==> src/rtl/csg_pkg.sv <==
package csg_pkg;
    localparam int NREG = 8;
    localparam int NPIN = 8;
    localparam int TW   = 8;
    localparam int AW   = 32;
    localparam int IW   = $clog2(NREG);
    localparam int CAW  = IW + 2;
    localparam int HIW  = AW - 16;
    localparam int LAW  = AW - 8;

    typedef struct packed {
        logic [HIW-1:0] base;
        logic [3:0]     size;
        logic [1:0]     width;
        logic           rd_en;
        logic           wr_en;
    } region_t;

    typedef struct packed {
        logic [TW-1:0] b2b;
        logic [TW-1:0] rdy;
        logic [TW-1:0] deas;
        logic [TW-1:0] asrt;
    } timing_t;

    typedef struct packed {
        logic [7:0]    sub_val;
        logic [7:0]    sub_mask;
        logic          sub_en;
        logic          sync;
        logic [1:0]    access;
        logic [IW-1:0] region;
    } pin_t;

    typedef enum logic [1:0] {
        ST_IDLE,
        ST_ACTIVE,
        ST_RECOVER,
        ST_STALL
    } state_t;
endpackage

==> src/rtl/csg_cfg_regs.sv <==
module csg_cfg_regs
    import csg_pkg::*;
(
    input  logic                 clk,
    input  logic                 rst_n,
    input  logic                 we,
    input  logic [CAW-1:0]       addr,
    input  logic [31:0]          wdata,
    output region_t [NREG-1:0]   regions,
    output timing_t [NREG-1:0]   timings,
    output pin_t    [NPIN-1:0]   pins
);
    always_ff @(posedge clk) begin
        if (!rst_n) begin
            regions <= '0;
            timings <= '0;
            pins    <= '0;
        end else if (we) begin
            unique case (addr[CAW-1:IW])
                2'd0: begin
                    regions[addr[IW-1:0]].base  <= wdata[31:16];
                    regions[addr[IW-1:0]].size  <= wdata[15:12];
                    regions[addr[IW-1:0]].width <= wdata[11:10];
                    regions[addr[IW-1:0]].rd_en <= wdata[9];
                    regions[addr[IW-1:0]].wr_en <= wdata[8];
                end
                2'd1: begin
                    timings[addr[IW-1:0]].asrt <= wdata[TW-1:0];
                    timings[addr[IW-1:0]].deas <= wdata[2*TW-1:TW];
                    timings[addr[IW-1:0]].rdy  <= wdata[3*TW-1:2*TW];
                    timings[addr[IW-1:0]].b2b  <= wdata[4*TW-1:3*TW];
                end
                2'd2: begin
                    pins[addr[IW-1:0]].region   <= wdata[IW-1:0];
                    pins[addr[IW-1:0]].access   <= wdata[4:3];
                    pins[addr[IW-1:0]].sync     <= wdata[5];
                    pins[addr[IW-1:0]].sub_en   <= wdata[6];
                    pins[addr[IW-1:0]].sub_mask <= wdata[15:8];
                    pins[addr[IW-1:0]].sub_val  <= wdata[23:16];
                end
                default: ;
            endcase
        end
    end
endmodule

==> src/rtl/csg_region_match.sv <==
module csg_region_match
    import csg_pkg::*;
(
    input  region_t [NREG-1:0] regions,
    input  logic [HIW-1:0]     addr_hi,
    input  logic               write,
    output logic               valid,
    output logic [IW-1:0]      idx
);
    logic [NREG-1:0] cand;

    for (genvar i = 0; i < NREG; i++) begin : g_reg
        logic [HIW-1:0] ign;
        assign ign     = ~({HIW{1'b1}} << regions[i].size);
        assign cand[i] = (write ? regions[i].wr_en : regions[i].rd_en)
                         && (((addr_hi ^ regions[i].base) & ~ign) == '0);
    end

    always_comb begin
        valid = |cand;
        idx   = '0;
        for (int i = NREG - 1; i >= 0; i--) begin
            if (cand[i]) idx = IW'(i);
        end
    end
endmodule

==> src/rtl/csg_pin_gen.sv <==
module csg_pin_gen
    import csg_pkg::*;
(
    input  pin_t [NPIN-1:0] pins,
    input  logic            active,
    input  logic            hit_vld,
    input  logic [IW-1:0]   hit_idx,
    input  logic            write,
    input  logic [7:0]      sub_addr,
    input  logic [TW-1:0]   cnt,
    input  logic [TW-1:0]   asrt,
    input  logic [TW-1:0]   deas,
    output logic [NPIN-1:0] strobe_n
);
    for (genvar p = 0; p < NPIN; p++) begin : g_pin
        logic acc_ok, sub_ok, win_ok, low;
        always_comb begin
            acc_ok = write ? pins[p].access[1] : pins[p].access[0];
            sub_ok = !pins[p].sub_en
                     || (((sub_addr ^ pins[p].sub_val) & pins[p].sub_mask) == 8'h00);
            win_ok = !pins[p].sync || ((cnt >= asrt) && (cnt < deas));
            low    = active && hit_vld && (pins[p].region == hit_idx)
                     && acc_ok && sub_ok && win_ok;
        end
        assign strobe_n[p] = ~low;
    end
endmodule

==> src/rtl/csg_strobe_gen.sv <==
module csg_strobe_gen
    import csg_pkg::*;
#(
    parameter int DFLT_RDY = 2
) (
    input  logic             clk,
    input  logic             rst_n,
    input  logic             cfg_we,
    input  logic [CAW-1:0]   cfg_addr,
    input  logic [31:0]      cfg_wdata,
    input  logic             cyc_start,
    input  logic [LAW-1:0]   cyc_addr,
    input  logic             cyc_write,
    output logic [NPIN-1:0]  strobe_n,
    output logic             ready,
    output logic [1:0]       data_width
);
    region_t [NREG-1:0] regions;
    timing_t [NREG-1:0] timings;
    pin_t    [NPIN-1:0] pins;

    state_t           state_q, state_d;
    logic [TW-1:0]    cnt_q, cnt_d, gcnt_q, gcnt_d;
    logic [LAW-1:0]   cur_a_q, cur_a_d;
    logic             cur_wr_q, cur_wr_d;
    logic [IW-1:0]    rec_q, rec_d;

    logic             in_vld, cur_vld;
    logic [IW-1:0]    in_idx, cur_idx;
    timing_t          tim_cur;
    logic [TW-1:0]    rdy_eff, b2b_eff;
    logic             active;

    csg_cfg_regs u_cfg (
        .clk     (clk),
        .rst_n   (rst_n),
        .we      (cfg_we),
        .addr    (cfg_addr),
        .wdata   (cfg_wdata),
        .regions (regions),
        .timings (timings),
        .pins    (pins)
    );

    csg_region_match u_dec_in (
        .regions (regions),
        .addr_hi (cyc_addr[LAW-1:8]),
        .write   (cyc_write),
        .valid   (in_vld),
        .idx     (in_idx)
    );

    csg_region_match u_dec_cur (
        .regions (regions),
        .addr_hi (cur_a_q[LAW-1:8]),
        .write   (cur_wr_q),
        .valid   (cur_vld),
        .idx     (cur_idx)
    );

    assign tim_cur = timings[cur_idx];
    assign rdy_eff = cur_vld ? tim_cur.rdy : TW'(DFLT_RDY);
    assign b2b_eff = cur_vld ? tim_cur.b2b : '0;

    // State register
    always_ff @(posedge clk) begin
        if (!rst_n) begin
            state_q  <= ST_IDLE;
            cnt_q    <= '0;
            gcnt_q   <= '0;
            cur_a_q  <= '0;
            cur_wr_q <= 1'b0;
            rec_q    <= '0;
        end else begin
            state_q  <= state_d;
            cnt_q    <= cnt_d;
            gcnt_q   <= gcnt_d;
            cur_a_q  <= cur_a_d;
            cur_wr_q <= cur_wr_d;
            rec_q    <= rec_d;
        end
    end

    // Next state
    always_comb begin
        state_d  = state_q;
        cnt_d    = cnt_q;
        gcnt_d   = gcnt_q;
        cur_a_d  = cur_a_q;
        cur_wr_d = cur_wr_q;
        rec_d    = rec_q;
        unique case (state_q)
            ST_IDLE: begin
                if (cyc_start) begin
                    cur_a_d  = cyc_addr;
                    cur_wr_d = cyc_write;
                    cnt_d    = '0;
                    state_d  = ST_ACTIVE;
                end
            end
            ST_ACTIVE: begin
                if (cnt_q == rdy_eff) begin
                    if (b2b_eff != '0) begin
                        state_d = ST_RECOVER;
                        gcnt_d  = b2b_eff;
                        rec_d   = cur_idx;
                    end else begin
                        state_d = ST_IDLE;
                    end
                end else begin
                    cnt_d = cnt_q + TW'(1);
                end
            end
            ST_RECOVER: begin
                if (cyc_start) begin
                    cur_a_d  = cyc_addr;
                    cur_wr_d = cyc_write;
                    cnt_d    = '0;
                    if (in_vld && (in_idx == rec_q) && (gcnt_q != TW'(1))) begin
                        state_d = ST_STALL;
                        gcnt_d  = gcnt_q - TW'(1);
                    end else begin
                        state_d = ST_ACTIVE;
                    end
                end else if (gcnt_q == TW'(1)) begin
                    state_d = ST_IDLE;
                end else begin
                    gcnt_d = gcnt_q - TW'(1);
                end
            end
            ST_STALL: begin
                if (gcnt_q == TW'(1)) begin
                    state_d = ST_ACTIVE;
                    cnt_d   = '0;
                end else begin
                    gcnt_d = gcnt_q - TW'(1);
                end
            end
            default: state_d = ST_IDLE;
        endcase
    end

    // Outputs
    always_comb begin
        active     = (state_q == ST_ACTIVE);
        ready      = active && (cnt_q == rdy_eff);
        data_width = (active && cur_vld) ? regions[cur_idx].width : 2'b00;
    end

    csg_pin_gen u_pins (
        .pins     (pins),
        .active   (active),
        .hit_vld  (cur_vld),
        .hit_idx  (cur_idx),
        .write    (cur_wr_q),
        .sub_addr (cur_a_q[7:0]),
        .cnt      (cnt_q),
        .asrt     (tim_cur.asrt),
        .deas     (tim_cur.deas),
        .strobe_n (strobe_n)
    );

    AST_READY_PULSE: assert property (@(posedge clk) disable iff (!rst_n)
        ready |=> !ready);
    AST_QUIET_OUTSIDE: assert property (@(posedge clk) disable iff (!rst_n)
        (state_q != ST_ACTIVE) |-> (strobe_n == '1 && !ready && data_width == 2'b00));
    AST_UNMATCHED_QUIET: assert property (@(posedge clk) disable iff (!rst_n)
        (state_q == ST_ACTIVE && !cur_vld) |-> (strobe_n == '1 && data_width == 2'b00));
    AST_STALL_SAME_REGION: assert property (@(posedge clk) disable iff (!rst_n)
        (state_q == ST_STALL) |-> (cur_vld && cur_idx == rec_q));
    AST_GAP_COUNTDOWN: assert property (@(posedge clk) disable iff (!rst_n)
        (state_q == ST_RECOVER && !cyc_start && gcnt_q > TW'(1))
        |=> (state_q == ST_RECOVER && gcnt_q == $past(gcnt_q) - TW'(1)));
endmodule

==> config.mk <==
export PLATFORM = sky130hd
export DESIGN_NAME = csg_strobe_gen
export DESIGN_NICKNAME = d
export VERILOG_FILES = /design/src/rtl/csg_pkg.sv /design/src/rtl/csg_cfg_regs.sv /design/src/rtl/csg_region_match.sv /design/src/rtl/csg_pin_gen.sv /design/src/rtl/csg_strobe_gen.sv
export SDC_FILE = /design/constraint.sdc
export NUM_CORES = 2
export LEC_CHECK = 0
export ABC_AREA = 1
export BUFFER_PORTS_ARGS = -buffer_cell sky130_fd_sc_hd__buf_2
export CAP_MARGIN = 20
export CORE_UTILIZATION = 51
export CTS_CLUSTER_SIZE = 25
export DETAILED_ROUTE_END_ITERATION = 7
export HOLD_SLACK_MARGIN = 0.12
export PLACE_DENSITY = 0.67
export SLEW_MARGIN = 0
export SYNTH_ARGS = -nofsm -noshare
export SYNTH_HDL_FRONTEND = slang
export SYNTH_HIERARCHICAL = 1
export SYNTH_SLANG_ARGS = --single-unit
export TNS_END_PERCENT = 1
==> constraint.sdc <==
create_clock -name clk -period 13.04 [get_ports clk]
set_input_delay 2.608 -clock clk [delete_from_list [all_inputs] [get_ports clk]]
set_output_delay 2.608 -clock clk [all_outputs]
set_load 0.02 [all_outputs]
==> run metrics <==
status=finished clean; vias in the first global route=31800; Yosys top cell area share=36.8%; CP Max Fanout=61; total number of vias=36000; drt total wl=115000 µm; First DRT Iteration DRCs=3512; DIE HEIGHT=271 µm; htree depth=3; Worst R2R End=state_q[1]$_SDFFE_PN0P_; CTS Sinks=678; CP Launch Type=register; most used flip-flop cell after synthesis=dfxtp_1; fin crit share=75.2%; CP peak stage delay=0.98 ns; syn nets=6199; WS Path Type=register to output pin; Area Growth Syn to Fin=8.87%; core area=0.0716 mm²; cell taking the most area after synthesis=dfxtp_1; RSZ-0062 raised after global routing=false; syn avg cell area=6.04 µm²; PD cells=141 mW/mm²; GRT Total Usage=30.6%; PortBufs=76; Worst Hold Path EP=u_cfg/timings[221]$_SDFFE_PN0P_; CTS tree=built; Clock Tree Root=clkbuf_16; hold_sp=u_cfg/timings[221]$_SDFFE_PN0P_; Overflow after GRT=0; clock slew at reported path FFs=0.06 ns; Mapped Cells=6111; post-CTS sizing=0; hold path depth=2; Worst R2R Setup Slack=7.18 ns; Crit-path slowest cell=dfxtp_1; nets@finish=6043; Critical Path AT=7.20 ns; total power=5.65 mW; num ports=77; Peak VDD IR=0.113 mV; count leader, synth=nand2_1; setup bufs post-CTS=0; WL per Instance=16.5 µm; Site Rows=98; clock latency on the worst-skew pair=0.64 ns; layout cells sized above 1=5.60%; crit end category=output pin; gpl congestion=0.935; Setup violations, final=0; top post-synthesis cells by count=nand2_1, nor2_1, dfxtp_1, inv_1, nand3_1; Final Hold Viols=0; largest net degree at the start of global routing=217; Die Width=271 µm; leak pwr=17.7 nW; Slew HR=19.6%; fraction of the yosys area taken by sequential cells=36.8%; CTS Hold Buffers Added=0; Via density=5.17; top cells by area, synth=dfxtp_1, nand2_1, nor2_1; MaxCap Viol Count=0; Mapped Area=0.0369 mm²; ys async rst share=0%; Netlist cell types=45; Pre-antenna DRT Iters=6; CP dominant cell by count=nand2_1; Seq cells post-synth=678; clk buf depth=3; Post-synth EDFFs=0; worst hold path class=register to register; first-pass GRT wire length=178000 µm; ANT nets after route=0; Final min period=9.81 ns; Initial Util=51.6%; Crit path buffers/inverters=6; fmax=102 MHz; Worst-Margin Slew=1.21 ns; Final Slew Violations=0; worst clock skew=0.0251 ns; synth warn=6; setup TNS=0 ns; die area=0.0735 mm²; initial antenna violation count=6; drt drc=0; R2R cell count=31; Req. time, crit path=10.43 ns; RR Startpoint=cur_wr_q$_SDFFE_PN0P_; Num CTS Buffers=77; hpwl dp=69800 µm; Top delay family on crit path=simple AND/OR/NAND/NOR gates
## metal layers
layer  vias to the layer above  GRT usage, %  wire length, µm
met5                         -             0                0
met4                         0          10.8             3730
met3                       203          3.46             7550
met2                      1142          51.2            52800
met1                     16300          40.7            51100
li1                      18400             -                -
## report_power, final
group	switching, mW	total [mW]	internal (mW)
clock	0.924	2.28	1.36
combinational	0.689	1.05	0.362
sequential	0.177	2.32	2.14
total	1.79	5.65	3.86
## registers in the layout, indices dropped and copies added, names as in the netlist
name / cells
u_cfg/timings: 256
u_cfg/regions: 192
u_cfg/pins: 184
cur_a_q: 24
cnt_q: 8
gcnt_q: 8
rec_q: 3
state_q: 2
cur_wr_q: 1
## cell families after synthesis
| kind of cell | count (synthesis) | synth area share (%) |
|---|---|---|
| compound gates | 388 | 5.70 |
| xor+xnor | 214 | 5.08 |
| fa+ha+maj | 22 | 0.745 |
| buf+inv | 704 | 8.12 |
| flops | 678 | 36.8 |
| simple gates | 4105 | 43.6 |
## stage by stage
stage | std cells | utilization, % | hold WS, ns | area, µm² | worst slack (ns)
after global placement | 6813 | 52.0 | 0.457 | 37200 | 4.10
final | 6969 | 56.1 | 0.475 | 40200 | 3.23
after detailed placement | 6815 | 52.1 | 0.465 | 37300 | 3.98
after global routing | 6969 | 56.1 | 0.490 | 40200 | 2.61
after floorplan | 6111 | - | 0.449 | 36900 | 6.55
after CTS | 6954 | 55.8 | 0.479 | 40000 | 3.28
## layout by cell type, fill, tap and decap left out, types with 11 or more instances in the layout
master | netlist | layout
a21oi_1 | 77 | 76
a31oi_1 | 18 | 18
buf_2 | 144 | 75
buf_4 | 24 | 36
clkbuf_1 | 134 | 11
clkbuf_16 | 0 | 79
clkbuf_8 | 0 | 18
clkinv_2 | 0 | 17
dfxtp_1 | 678 | 678
ha_1 | 22 | 22
inv_1 | 329 | 322
inv_2 | 12 | 18
nand2_1 | 1981 | 1981
nand3_1 | 314 | 314
nand4_1 | 23 | 23
nor2_1 | 1692 | 1683
nor2_2 | 24 | 11
nor2_4 | 0 | 22
nor3_1 | 28 | 26
o211ai_1 | 14 | 14
o21ai_0 | 213 | 213
o21ai_1 | 18 | 18
o22ai_1 | 27 | 27
or2_2 | 13 | 13
xnor2_1 | 57 | 57
xor2_1 | 157 | 157
## worst max path at each step
stage	startpoint	endpoint	slack, ns	cells after the start
2_1_floorplan	u_cfg/regions[102]$_SDFFE_PN0P_	strobe_n[0]	6.55	30
3_3_place_gp	cur_wr_q$_SDFFE_PN0P_	strobe_n[1]	4.10	31
5_1_grt	cur_wr_q$_SDFFE_PN0P_	strobe_n[3]	2.61	31
3_5_place_dp	cur_wr_q$_SDFFE_PN0P_	strobe_n[1]	3.98	31
6_report	cur_wr_q$_SDFFE_PN0P_	strobe_n[1]	3.23	31
4_1_cts	cur_wr_q$_SDFFE_PN0P_	strobe_n[1]	3.28	31
## cell type report
type | count | area [µm²]
fillers | 7274 | 31400
multi-input cells | 4729 | 20500
flip-flops and latches | 678 | 13600
clock buffers | 108 | 2270
inverters | 343 | 1290
well taps | 950 | 1190
repair buffers | 126 | 958
clock inverters | 31 | 400
diodes | 4 | 10.0
## tightest hold or removal path, cell delays in order (launching register included)
cell	delay [ns]
dfxtp_1	0.32
nor2_1	0.04
nor2_1	0.08
Power figures use the tool's default switching activity.
